$ cat config.mk
export PLATFORM = sky130hd
export DESIGN_NAME = sirq_host
export DESIGN_NICKNAME = d
export VERILOG_FILES = /design/src/rtl/sirq_pkg.sv /design/src/rtl/sirq_sampler.sv /design/src/rtl/sirq_fsm.sv /design/src/rtl/sirq_host.sv
export SDC_FILE = /design/constraint.sdc
export NUM_CORES = 1
export LEC_CHECK = 0
export ABC_AREA = 1
export BUFFER_PORTS_ARGS = -buffer_cell sky130_fd_sc_hd__clkbuf_2
export CORE_UTILIZATION = 30
export DETAILED_ROUTE_END_ITERATION = 8
export PLACE_DENSITY_LB_ADDON = 0.12
export SYNTH_ARGS = -nofsm -noshare
export SYNTH_HDL_FRONTEND = slang
export SYNTH_SLANG_ARGS = --single-unit
export TNS_END_PERCENT = 5
$ cat constraint.sdc
create_clock -name clk -period 5 [get_ports clk]
set_clock_uncertainty 0.1 [all_clocks]
set_input_delay 0 -clock clk [delete_from_list [all_inputs] [get_ports clk]]
set_output_delay 0 -clock clk [all_outputs]
set_load 0.05 [all_outputs]
$ cat src/rtl/sirq_pkg.sv
package sirq_pkg;

    typedef enum logic [2:0] {
        ST_IDLE,
        ST_START_LOW,
        ST_START_HIGH,
        ST_START_TA,
        ST_FRAME,
        ST_STOP_LOW,
        ST_STOP_HIGH,
        ST_STOP_TA
    } sirq_state_e;

    typedef enum logic [1:0] {
        PH_SAMPLE,
        PH_RECOVER,
        PH_TURN
    } frame_phase_e;

    localparam int unsigned MIN_START_LEN = 3;

endpackage

$ cat src/rtl/sirq_sampler.sv
module sirq_sampler #(
    parameter int unsigned NUM_FRAMES = 17,
    localparam int unsigned IDX_W = $clog2(NUM_FRAMES)
) (
    input  logic                  clk,
    input  logic                  rst_n,
    input  logic                  sample_en,
    input  logic [IDX_W-1:0]      frame_idx,
    input  logic                  line_in,
    input  logic                  commit,
    output logic [NUM_FRAMES-1:0] status
);

    logic [NUM_FRAMES-1:0] shadow;

    for (genvar g = 0; g < NUM_FRAMES; g++) begin : g_bit
        always_ff @(posedge clk or negedge rst_n) begin
            if (!rst_n) begin
                shadow[g] <= 1'b0;
            end else if (sample_en && frame_idx == IDX_W'(g)) begin
                shadow[g] <= ~line_in;
            end
        end
    end

    always_ff @(posedge clk or negedge rst_n) begin
        if (!rst_n) begin
            status <= '0;
        end else if (commit) begin
            status <= shadow;
        end
    end

    AST_STATUS_HOLD: assert property (@(posedge clk) disable iff (!rst_n)
        !commit |=> $stable(status));

endmodule

$ cat src/rtl/sirq_fsm.sv
module sirq_fsm
    import sirq_pkg::*;
#(
    parameter int unsigned NUM_FRAMES = 17,
    parameter int unsigned LEN_W      = 3,
    parameter int unsigned GAP_W      = 8,
    localparam int unsigned IDX_W     = $clog2(NUM_FRAMES),
    localparam int unsigned CNT_W     = (GAP_W > LEN_W + 1) ? GAP_W : LEN_W + 1
) (
    input  logic             clk,
    input  logic             rst_n,
    input  logic             cfg_quiet,
    input  logic [LEN_W-1:0] cfg_start_len,
    input  logic [GAP_W-1:0] cfg_idle_gap,
    input  logic             line_in,
    output logic             line_oe,
    output logic             line_out,
    output logic             sample_en,
    output logic [IDX_W-1:0] frame_idx,
    output logic             commit
);

    localparam logic [IDX_W-1:0] LAST_IDX = IDX_W'(NUM_FRAMES - 1);

    sirq_state_e      state, state_n;
    frame_phase_e     ph, ph_n;
    logic [CNT_W-1:0] cnt, cnt_n;
    logic [IDX_W-1:0] idx_n;
    logic             mode_quiet, mode_quiet_n;
    logic [LEN_W-1:0] eff_len;

    assign eff_len = (cfg_start_len < LEN_W'(MIN_START_LEN)) ? LEN_W'(MIN_START_LEN)
                                                             : cfg_start_len;

    // next-state logic
    always_comb begin
        state_n      = state;
        ph_n         = ph;
        cnt_n        = cnt;
        idx_n        = frame_idx;
        mode_quiet_n = mode_quiet;
        unique case (state)
            ST_IDLE: begin
                if (mode_quiet ? !line_in : (cnt >= CNT_W'(cfg_idle_gap))) begin
                    state_n = ST_START_LOW;
                    cnt_n   = mode_quiet ? CNT_W'(eff_len) - CNT_W'(1) : CNT_W'(eff_len);
                end else if (!mode_quiet) begin
                    cnt_n = cnt + CNT_W'(1);
                end
            end
            ST_START_LOW: begin
                if (cnt == '0) state_n = ST_START_HIGH;
                else           cnt_n   = cnt - CNT_W'(1);
            end
            ST_START_HIGH: state_n = ST_START_TA;
            ST_START_TA: begin
                state_n = ST_FRAME;
                idx_n   = '0;
                ph_n    = PH_SAMPLE;
            end
            ST_FRAME: begin
                unique case (ph)
                    PH_SAMPLE:  ph_n = PH_RECOVER;
                    PH_RECOVER: ph_n = PH_TURN;
                    PH_TURN: begin
                        if (frame_idx == LAST_IDX) begin
                            state_n      = ST_STOP_LOW;
                            mode_quiet_n = cfg_quiet;
                            cnt_n        = cfg_quiet ? CNT_W'(1) : CNT_W'(2);
                        end else begin
                            idx_n = frame_idx + IDX_W'(1);
                            ph_n  = PH_SAMPLE;
                        end
                    end
                    default: ph_n = PH_SAMPLE;
                endcase
            end
            ST_STOP_LOW: begin
                if (cnt == '0) state_n = ST_STOP_HIGH;
                else           cnt_n   = cnt - CNT_W'(1);
            end
            ST_STOP_HIGH: state_n = ST_STOP_TA;
            ST_STOP_TA: begin
                state_n = ST_IDLE;
                cnt_n   = '0;
            end
            default: state_n = ST_IDLE;
        endcase
    end

    // state register
    always_ff @(posedge clk or negedge rst_n) begin
        if (!rst_n) begin
            state      <= ST_IDLE;
            ph         <= PH_SAMPLE;
            cnt        <= '0;
            frame_idx  <= '0;
            mode_quiet <= 1'b0;
        end else begin
            state      <= state_n;
            ph         <= ph_n;
            cnt        <= cnt_n;
            frame_idx  <= idx_n;
            mode_quiet <= mode_quiet_n;
        end
    end

    // outputs
    always_comb begin
        line_oe   = (state == ST_START_LOW) || (state == ST_START_HIGH) ||
                    (state == ST_STOP_LOW)  || (state == ST_STOP_HIGH);
        line_out  = !((state == ST_START_LOW) || (state == ST_STOP_LOW));
        sample_en = (state == ST_FRAME) && (ph == PH_SAMPLE);
        commit    = (state == ST_FRAME) && (ph == PH_TURN) && (frame_idx == LAST_IDX);
    end

    AST_QUIET_TAKEOVER: assert property (@(posedge clk) disable iff (!rst_n)
        (state == ST_IDLE && mode_quiet && !line_in) |=> (line_oe && !line_out));
    AST_QUIET_WAIT: assert property (@(posedge clk) disable iff (!rst_n)
        (state == ST_IDLE && mode_quiet && line_in) |=> !line_oe);
    AST_HIGH_ONE_CLOCK: assert property (@(posedge clk) disable iff (!rst_n)
        (line_oe && line_out) |=> !line_oe);
    AST_FRAMES_RELEASED: assert property (@(posedge clk) disable iff (!rst_n)
        (state == ST_FRAME) |-> !line_oe);
    AST_FRAME_RANGE: assert property (@(posedge clk) disable iff (!rst_n)
        (state == ST_FRAME) |-> (frame_idx <= LAST_IDX));
    AST_STOP_LEN: assert property (@(posedge clk) disable iff (!rst_n)
        (state == ST_STOP_LOW) |-> (cnt <= (mode_quiet ? CNT_W'(1) : CNT_W'(2))));

endmodule

$ cat src/rtl/sirq_host.sv
module sirq_host #(
    parameter int unsigned NUM_FRAMES = 17,
    parameter int unsigned LEN_W      = 3,
    parameter int unsigned GAP_W      = 8
) (
    input  logic                  clk,
    input  logic                  rst_n,
    input  logic                  cfg_quiet,
    input  logic [LEN_W-1:0]      cfg_start_len,
    input  logic [GAP_W-1:0]      cfg_idle_gap,
    input  logic                  line_in,
    output logic                  line_oe,
    output logic                  line_out,
    output logic [NUM_FRAMES-1:0] irq_status
);

    localparam int unsigned IDX_W = $clog2(NUM_FRAMES);

    logic             sample_en;
    logic             commit;
    logic [IDX_W-1:0] frame_idx;

    sirq_fsm #(
        .NUM_FRAMES (NUM_FRAMES),
        .LEN_W      (LEN_W),
        .GAP_W      (GAP_W)
    ) u_fsm (
        .clk           (clk),
        .rst_n         (rst_n),
        .cfg_quiet     (cfg_quiet),
        .cfg_start_len (cfg_start_len),
        .cfg_idle_gap  (cfg_idle_gap),
        .line_in       (line_in),
        .line_oe       (line_oe),
        .line_out      (line_out),
        .sample_en     (sample_en),
        .frame_idx     (frame_idx),
        .commit        (commit)
    );

    sirq_sampler #(
        .NUM_FRAMES (NUM_FRAMES)
    ) u_sampler (
        .clk       (clk),
        .rst_n     (rst_n),
        .sample_en (sample_en),
        .frame_idx (frame_idx),
        .line_in   (line_in),
        .commit    (commit),
        .status    (irq_status)
    );

endmodule

==> summary.txt <==
Setup path
  – CP Class: flop to flop
  – Worst R2R Setup Slack: about 2.6 ns
  – Worst r2r dst: u_sampler.status[13]
  – Most Frequent Cell on Critical Path: nand2_1
  – Worst R2R Start: u_fsm.state[0]
  – Worst r2r path cells: 6
  – Worst Path Max Fanout: 20
  – Worst setup EP type: flop
  – Critical path arrival: about 2.5 ns
  – Type of origin of the critical path: flop
  – WP buf/inv: 1
  – Slowest stage delay, CP: 0.53 ns
  – Slowest stage cell, crit path: nand2_1
  – Family with the most delay on the worst path: simple AND/OR/NAND/NOR gates
  – CP required: roughly 5 ns
  – CP cell instances: inv_1 > ha_1 > nand2_1 > nor2_1 > nand2_1 > mux2_1

Floorplan
  – Die ar.: 0.0106 sq mm
  – Core box area: 0.00982 sq mm
  – Chip width: a little over 100 um
  – Io pins: 34
  – Core Rows: 36
  – Initial core utilization: 31.2%
  – Die height: 103 um

Job
  – MaxCap Viol Count: 0

Clock network
  – Clock Root Buffer: clkbuf_8
  – Clock Latency Late Sink: 0.31 ns
  – CTS Sinks: 53
  – Clk slew on worst S/H paths: 0.10 ns
  – CTS HTree Levels: 2
  – CTS tree: built
  – Cts bufs inserted: 5
  – Clock Tree Buf Depth: 2

STA
  – Worst-Margin Slew: 0.841 ns
  – Slew Limit Fails: 0
  – Final Hold Vio Count: 0
  – Hold WS: 0.0668 ns
  – RSZ-0062 raised after global routing: no
  – Sum Neg Setup Slack: 0 ns
  – Maximum clock frequency: 420 MHz
  – Slew HR: 43.8%
  – Final worst slack: 2.62 ns
  – Post-route clock period utilization: 47.7%
  – Minimum clock period: about 2.4 ns
  – # setup viols final: 0

Pwr
  – Internal Power: 0.000601 W
  – Clock network fraction of total power: 38.4%
  – Pwr Density: 221 mW/mm^2
  – Logic pwr share: 4.9%
  – Total power draw: around 0.00077 W
  – Net Switching: 0.000174 W
  – Leak: 1.82 nW
  – Power share of the sequential group: between 50% and 60%
  – Peak VDD IR: around 0.12 mV
  – Net Sw Frac: 22.5%

GRT
  – Largest net degree at the start of global routing: 54
  – First-pass GRT wire length: 11400 um
  – Overflow after GRT: 0
  – Initial antenna violation count: 0
  – Vias in the first global route: approximately 2300
  – Gr usage total: about 14%

Final layout
  – Fin nets: around 430
  – Most frequent cells in the layout: nand2_1, dfrtp_1, inv_1, clkbuf_2, nor2_1
  – Final core utilization: 35.7%
  – Antenna Cells: 0
  – Area Overhead vs Synth: 14.7%
  – Most common cell after layout, fill and taps aside: nand2_1
  – Share of cells above drive strength 1: 15.1%

Synth
  – Post-synth EDFFs: 0
  – Cells after Synth: around 350
  – Asr flop ratio synth: between 90% and 100%
  – Warnings, synthesis: 0
  – FF+latch count, synth: 53
  – Syn_area_per_cell: 8.69 sq um
  – Prevailing post-synth register cell: dfrtp_1
  – Seq/Total Area, Yosys: 43.4%
  – Syn_nets: 388
  – Synth Cell Area: just over 0.003 sq mm
  – Number of distinct library cells after synthesis: 32

Route
  – Router iterations before antenna repair: 4
  – Vias: 2448
  – Drt drc: 0
  – Antenna Violating Nets Remaining: 0
  – DR WL/cell: 12.8 um
  – Via density per instance: 4.67
  – DR iter-0 viols: 87
  – Post-Route WL: ~6700 um

Min path
  – Class of the worst hold path: input port to flop
  – Hold path depth: 5
  – Hold Crit Start: cfg_start_len[2]
  – Hold Path End: u_fsm.cnt[2]

Place
  – IO buf count: 33
  – Pre-CTS WS: about 2.6 ns
  – Detailed placer's ending HPWL: 4870 um
  – RePlAce Congestion: about 0.8

Run status
  – Status: finished, final reports clean
power by group through the flow:
stage	registers, W	logic, W	clock network [W]
floorplan	0.000446	0.0000195	0
global placement	0.000448	0.0000381	0
detailed placement	0.000447	0.0000387	0
CTS	0.000439	0.0000400	0.000311
global route	0.000440	0.0000460	0.000324
finish	0.000439	0.0000384	0.000298
worst min-delay path: cells and delay by family:
family / cells / cell delay [ns]
and+or+nand+nor: 2 / 0.16
AOI/OAI and AO/OA: 1 / 0.12
xor gates and xnor gates: 1 / 0.06
buffers and inverters: 1 / 0.10
flip-flops by register name, summed over array words and instances (netlist names):
register,count
u_fsm.cnt,8
u_fsm.ph,2
u_sampler.status,17
u_fsm.frame_idx,5
u_fsm.state,3
u_sampler.shadow,17
u_fsm.mode_quiet,1
cell type report:
| cell class | instances | area, sq um |
|---|---|---|
| well taps | 133 | 166 |
| clock buffers | 6 | 72.6 |
| multi-input cells | 249 | 1540 |
| fillers | 1070 | 6310 |
| flip-flops and latches | 53 | 1330 |
| repair buffers | 36 | 193 |
| clock inverters | 2 | 38.8 |
| inverters | 45 | 174 |
worst max-delay path by stage:
stage                        start              endpoint  slack (ns)  cells after the start
floorplan           u_fsm.state[1]          u_fsm.cnt[1]        3.17                      8
global placement    u_fsm.state[0]  u_sampler.status[14]        2.64                      6
detailed placement  u_fsm.state[0]  u_sampler.status[13]        2.58                      6
CTS                 u_fsm.state[0]  u_sampler.status[13]        2.57                      6
global route        u_fsm.state[0]  u_sampler.status[13]        2.35                      6
finish              u_fsm.state[0]  u_sampler.status[13]        2.62                      6
synthesized netlist by cell type (3+ instances only):
cell / count / area (sq um)
o22ai_1: 3 / 18.8
a31oi_1: 16 / 100
nor2_2: 3 / 18.8
a21oi_1: 25 / 125
ha_1: 21 / 263
clkbuf_1: 3 / 11.3
nand3_1: 25 / 125
mux2_1: 16 / 180
o21ai_0: 8 / 40.0
nand4_1: 4 / 25.0
or2_2: 3 / 18.8
inv_2: 4 / 15.0
dfrtp_1: 53 / 1330
xor2_1: 7 / 61.3
nand2_1: 72 / 270
nor2_1: 30 / 113
inv_1: 40 / 150
what timing repair did:
item / 4_1_cts / 5_1_grt
endpoints found under the hold margin: 54 / 0
buffers inserted: 0 / 0
hold buffers: 2 / 0
gates resized for setup: 0 / 0
per-stage QoR:
stage,instances,instance area (sq um)
after floorplan,352,3060
after global placement,514,3380
after detailed placement,514,3380
after CTS,524,3510
after global routing,524,3510
final,524,3510
kinds of logic (layout without fill, tap and decap cells):
group	Yosys count	in the layout	synth area share [%]
compound gates	59	59	11.3
fa+ha+maj	21	21	8.59
xor+xnor	8	8	2.29
buf+inv	50	89	6.38
mux	16	16	5.89
simple gates	145	145	22.2
flops	53	53	43.4
metal layers:
layer / wire length, um / track usage [%] / part of all wire (%)
met1: 3400 / 20.7 / 51
met2: 3040 / 21.3 / 45
met3: 221 / 2.71 / 3.3
met4: 61 / 3.47 / 0.91
met5: 0 / 0 / 0
Note: power is estimated with default switching activity, not from simulation.
